$ cat src/rtl/smute_pkg.sv
package smute_pkg;

    // Direction the gain counter takes on the current cycle
    typedef enum logic [1:0] {
        RAMP_HOLD = 2'd0,
        RAMP_DOWN = 2'd1,
        RAMP_UP   = 2'd2
    } ramp_dir_e;

endpackage

$ cat src/rtl/smute_gain_ramp.sv
module smute_gain_ramp
    import smute_pkg::*;
#(
    parameter int RAMP_LOG2 = 10,
    parameter int GAIN_W    = RAMP_LOG2 + 1
) (
    input  logic              clk,
    input  logic              rst_n,
    input  logic              step,
    input  logic              mute_req,
    output logic [GAIN_W-1:0] gain
);

    localparam logic [GAIN_W-1:0] GAIN_FULL = {1'b1, {RAMP_LOG2{1'b0}}};

    typedef struct packed {
        logic [GAIN_W-1:0] gain;
    } ramp_state_t;

    ramp_state_t state_d, state_q;
    ramp_dir_e   dir;

    always_comb begin
        state_d = state_q;
        dir     = RAMP_HOLD;
        if (step) begin
            if (mute_req && state_q.gain != '0) begin
                dir = RAMP_DOWN;
            end else if (!mute_req && state_q.gain != GAIN_FULL) begin
                dir = RAMP_UP;
            end
        end
        case (dir)
            RAMP_DOWN: state_d.gain = state_q.gain - 1'b1;
            RAMP_UP:   state_d.gain = state_q.gain + 1'b1;
            default:   state_d.gain = state_q.gain;
        endcase
    end

    always_ff @(posedge clk) begin
        if (!rst_n) begin
            state_q.gain <= GAIN_FULL;
        end else begin
            state_q <= state_d;
        end
    end

    assign gain = state_q.gain;

endmodule

$ cat src/rtl/smute_scaler.sv
module smute_scaler #(
    parameter int DATA_W      = 20,
    parameter int RAMP_LOG2   = 10,
    parameter int GAIN_W      = RAMP_LOG2 + 1,
    parameter int ATTEN_SHIFT = 2
) (
    input  logic signed [DATA_W-1:0] smp_in,
    input  logic        [GAIN_W-1:0] gain,
    input  logic                     atten,
    output logic signed [DATA_W-1:0] smp_out
);

    localparam int PROD_W = DATA_W + GAIN_W + 1;
    localparam int SH_W   = 6;
    localparam logic [SH_W-1:0] SH_BASE  = SH_W'(RAMP_LOG2);
    localparam logic [SH_W-1:0] SH_EXTRA = SH_W'(ATTEN_SHIFT);

    logic signed [PROD_W-1:0] smp_ext;
    logic signed [PROD_W-1:0] gain_ext;
    logic signed [PROD_W-1:0] product;
    logic signed [PROD_W-1:0] bias;
    logic signed [PROD_W-1:0] quotient;
    logic        [SH_W-1:0]   shamt;

    always_comb begin
        smp_ext  = {{(PROD_W-DATA_W){smp_in[DATA_W-1]}}, smp_in};
        gain_ext = {{(PROD_W-GAIN_W){1'b0}}, gain};
        product  = smp_ext * gain_ext;
        shamt    = atten ? (SH_BASE + SH_EXTRA) : SH_BASE;
        // Negative products get 2^shamt-1 added so the shift truncates toward zero
        if (product[PROD_W-1]) begin
            bias = (PROD_W'(1) << shamt) - PROD_W'(1);
        end else begin
            bias = '0;
        end
        quotient = (product + bias) >>> shamt;
        smp_out  = quotient[DATA_W-1:0];
    end

endmodule

$ cat src/rtl/smute_atten_top.sv
module smute_atten_top #(
    parameter int DATA_W      = 20,
    parameter int RAMP_LOG2   = 10,
    parameter int ATTEN_SHIFT = 2
) (
    input  logic                     clk,
    input  logic                     rst_n,
    input  logic                     in_valid,
    input  logic signed [DATA_W-1:0] in_left,
    input  logic signed [DATA_W-1:0] in_right,
    input  logic                     mute_n,
    input  logic                     atten_n,
    output logic                     out_valid,
    output logic signed [DATA_W-1:0] out_left,
    output logic signed [DATA_W-1:0] out_right
);

    localparam int GAIN_W = RAMP_LOG2 + 1;
    localparam int N_CH   = 2;

    typedef struct packed {
        logic                     vld;
        logic signed [DATA_W-1:0] left;
        logic signed [DATA_W-1:0] right;
    } out_state_t;

    out_state_t               out_d, out_q;
    logic        [GAIN_W-1:0] gain_w;
    logic signed [DATA_W-1:0] ch_in  [N_CH];
    logic signed [DATA_W-1:0] ch_out [N_CH];

    smute_gain_ramp #(
        .RAMP_LOG2 (RAMP_LOG2),
        .GAIN_W    (GAIN_W)
    ) i_ramp (
        .clk      (clk),
        .rst_n    (rst_n),
        .step     (in_valid),
        .mute_req (!mute_n),
        .gain     (gain_w)
    );

    assign ch_in[0] = in_left;
    assign ch_in[1] = in_right;

    for (genvar ch = 0; ch < N_CH; ch++) begin : g_chan
        smute_scaler #(
            .DATA_W      (DATA_W),
            .RAMP_LOG2   (RAMP_LOG2),
            .GAIN_W      (GAIN_W),
            .ATTEN_SHIFT (ATTEN_SHIFT)
        ) i_scaler (
            .smp_in  (ch_in[ch]),
            .gain    (gain_w),
            .atten   (!atten_n),
            .smp_out (ch_out[ch])
        );
    end

    always_comb begin
        out_d     = out_q;
        out_d.vld = in_valid;
        if (in_valid) begin
            out_d.left  = ch_out[0];
            out_d.right = ch_out[1];
        end
    end

    always_ff @(posedge clk) begin
        if (!rst_n) begin
            out_q <= '0;
        end else begin
            out_q <= out_d;
        end
    end

    assign out_valid = out_q.vld;
    assign out_left  = out_q.left;
    assign out_right = out_q.right;

endmodule

$ cat config.mk
export PLATFORM = sky130hd
export DESIGN_NAME = smute_atten_top
export DESIGN_NICKNAME = d
export VERILOG_FILES = /design/src/rtl/smute_pkg.sv /design/src/rtl/smute_gain_ramp.sv /design/src/rtl/smute_scaler.sv /design/src/rtl/smute_atten_top.sv
export SDC_FILE = /design/constraint.sdc
export NUM_CORES = 1
export LEC_CHECK = 0
export BUFFER_PORTS_ARGS = -buffer_cell sky130_fd_sc_hd__buf_2
export CELL_PAD_IN_SITES_DETAIL_PLACEMENT = 0
export CELL_PAD_IN_SITES_GLOBAL_PLACEMENT = 1
export CORE_MARGIN = 2
export CORE_UTILIZATION = 50
export CTS_CLUSTER_SIZE = 40
export DETAILED_ROUTE_END_ITERATION = 10
export HOLD_SLACK_MARGIN = 0.12
export PLACE_DENSITY = 0.85
export SYNTH_ARGS = -nofsm -noshare
export SYNTH_HDL_FRONTEND = slang
export SYNTH_SLANG_ARGS = --single-unit
$ cat constraint.sdc
create_clock -name clk -period 10.7 [get_ports clk]
set_input_delay 2.14 -clock clk [delete_from_list [all_inputs] [get_ports clk]]
set_output_delay 2.14 -clock clk [all_outputs]
set_load 0.02 [all_outputs]
==> flow_summary.json <==
{
  "status": "finished, final reports clean",
  "clk_latency_ps": 300,
  "async_flop_share_pct": 0,
  "area.sequential_um2": 1040,
  "holdCritStartpoint": "out_right[7]",
  "grt_use_total_pct": 26.3,
  "max_slew_margin_pct": 1.92,
  "area_delta_synth_final_pct": 4.36,
  "reg2reg_slack_ps": 1580,
  "critPathKind": "input pin to flip-flop",
  "n_fill_cell": 3806,
  "io_buffers": 85,
  "grt_pass1_vias": 17900,
  "drc_errors": 0,
  "crit_path_frequent_cell": "fa_1",
  "avgRoutedWirePerCell_um": 17.5,
  "rsz0062_at_grt": "no",
  "rr_startpoint": "i_ramp.gain[3]",
  "fin_hold_ws_ps": 475,
  "fin_skew_ps": 5.78,
  "drt_iter0_markers": 894,
  "yosys.area.top_type_share_pct": 38.8,
  "cts-htree-levels": 2,
  "required_ps": 10920,
  "hpwl_um": 42900,
  "synthTopCellsByArea": "fa_1, inv_1, ha_1, nand2_1, dfxtp_1",
  "numCtsBuffers": 5,
  "clockRootBuffer": "clkbuf_16",
  "syn_inst": 2470,
  "cts_buffer_depth": 2,
  "drv_cap": 0,
  "antenna_left": 0,
  "post_drt_via_cell_ratio": 5.47,
  "worstPathArrival_ps": 10020,
  "gp_congestion": 0.903,
  "vias": 16300,
  "dpl_worst_slack_ps": 604,
  "first_pass_iters": 6,
  "post-cts-setup-buffers": 0,
  "fmax_mhz": 102,
  "syn_area_per_cell_um2": 8.24,
  "cp_num_buf_inv": 6,
  "min_path_type": "flip-flop to flip-flop",
  "diodes": 0,
  "fin_setup_tns_ps": 0,
  "r2r-end": "out_right[16]",
  "yosysTopAreaCell": "fa_1",
  "ys_seq_area_share_pct": 5.11,
  "drt-total-wl_um": 52100,
  "grt_max_degree": 45,
  "io_pins": 86,
  "worstMarginPinSlew_ps": 1470,
  "ys_seq_elements": 52,
  "multi_input_area_um2": 16800,
  "worstPathMaxFanout": 11,
  "cp_slowest_cell": "nor4_1",
  "finalWorstSetupSlack_ps": 894,
  "synth.distinct_cells": 83,
  "fin_crit_ps": 9810,
  "crit_cells": 31,
  "core_region_area_um2": 39900,
  "cts_tree": "done",
  "cp-start-kind": "input pin",
  "layout-drive-gt1-share_pct": 5.81,
  "cts_hold_buf": 0,
  "final_nets": 3043,
  "synth_fp_nets": 3068,
  "period_share_pct": 91.6,
  "cts_resized": 0,
  "hold_viol_final": 0,
  "syn_area_um2": 20400,
  "die_h_um": 206,
  "synth-edff-count": 0,
  "ys_warn_count": 0,
  "critPathLaunch": "in_right[8]",
  "endpoint": "out_right[16]",
  "end_kind": "flip-flop",
  "slew_viol_final": 0,
  "crit_path_max_incr_delay_ps": 670,
  "gr-total-overflow": 0,
  "critPathTopFamily": "adder cells",
  "final_common_cell": "inv_1",
  "cts.clk_slew.worst_paths_ps": 70,
  "die_w_um": 206,
  "grt_pass1_wl_um": 88400,
  "cts.sinks": 52,
  "antenna_found_initial": 0,
  "die-area_um2": 42300,
  "reg2regPathDepth": 31,
  "initial_utilization_pct": 51.0,
  "rows": 73,
  "final_cell_mix": "inv_1, fa_1, nand2_1",
  "synth_ff_type": "dfxtp_1",
  "setup_viol": 0
}
## cell usage after synthesis, types with 22 or more instances
master,instances
ha_1,158
fa_1,395
xnor2_1,63
o21ai_0,38
a21oi_1,88
nor3_1,22
clkbuf_1,124
xor2_1,35
nor2_1,71
nand3_1,25
nand2_1,384
dfxtp_1,52
and2_1,144
inv_1,534
a21o_1,33
## cell families (layout without fill, tap and decap cells)
| group | Yosys count | after routing | share of synthesized area, % |
|---|---|---|---|
| AO/OA/AOI/OAI | 326 | 326 | 11.1 |
| XOR/XNOR | 98 | 98 | 4.22 |
| adder cells (fa/ha/maj) | 553 | 553 | 48.6 |
| buffers and inverters | 672 | 648 | 12.4 |
| flip-flops | 52 | 52 | 5.11 |
| multiplexers | 19 | 19 | 0.953 |
| AND/OR/NAND/NOR | 750 | 750 | 17.6 |
## final cells by class
cell class	instances	area share (%)
multi-input combinational	1746	79.0
inverter	536	9.47
sequential	52	4.91
tap	525	3.09
timing repair buffer	104	2.73
clock buffer	6	0.607
clock inverter	2	0.183
## how the worst min path moves through the flow
stage	depth (start not counted)	endpoint	slack (ps)
2_1_floorplan	2	i_ramp.gain[10]	530
5_1_grt	1	out_right[7]	490
3_5_place_dp	1	out_left[15]	460
3_3_place_gp	1	out_right[10]	450
6_report	1	out_right[7]	470
4_1_cts	1	out_right[7]	480
## state kept, by name, summed over array words and instances (netlist names)
name         count
out_right       20
i_ramp.gain     11
out_valid        1
out_left        20
## per-stage QoR
step,area (µm²),util (%),instances
final,21200,53.2,2971
after global routing,21200,53.2,2971
after CTS,21200,53.2,2971
after detailed placement,21100,52.8,2963
after global placement,21100,52.8,2963
after floorplan,20400,-,2470
## metal layers
layer | up-vias | part of all wire, % | GRT usage (%)
li1 | 7583 | - | -
met1 | 8187 | 40 | 31.0
met2 | 380 | 53 | 50.3
met3 | 114 | 3.2 | 1.49
met4 | 0 | 3.6 | 8.99
met5 | - | 0 | 0
Power is not shown: default switching activity piles up to over one toggle a cycle in this logic, so the estimate is an artifact.
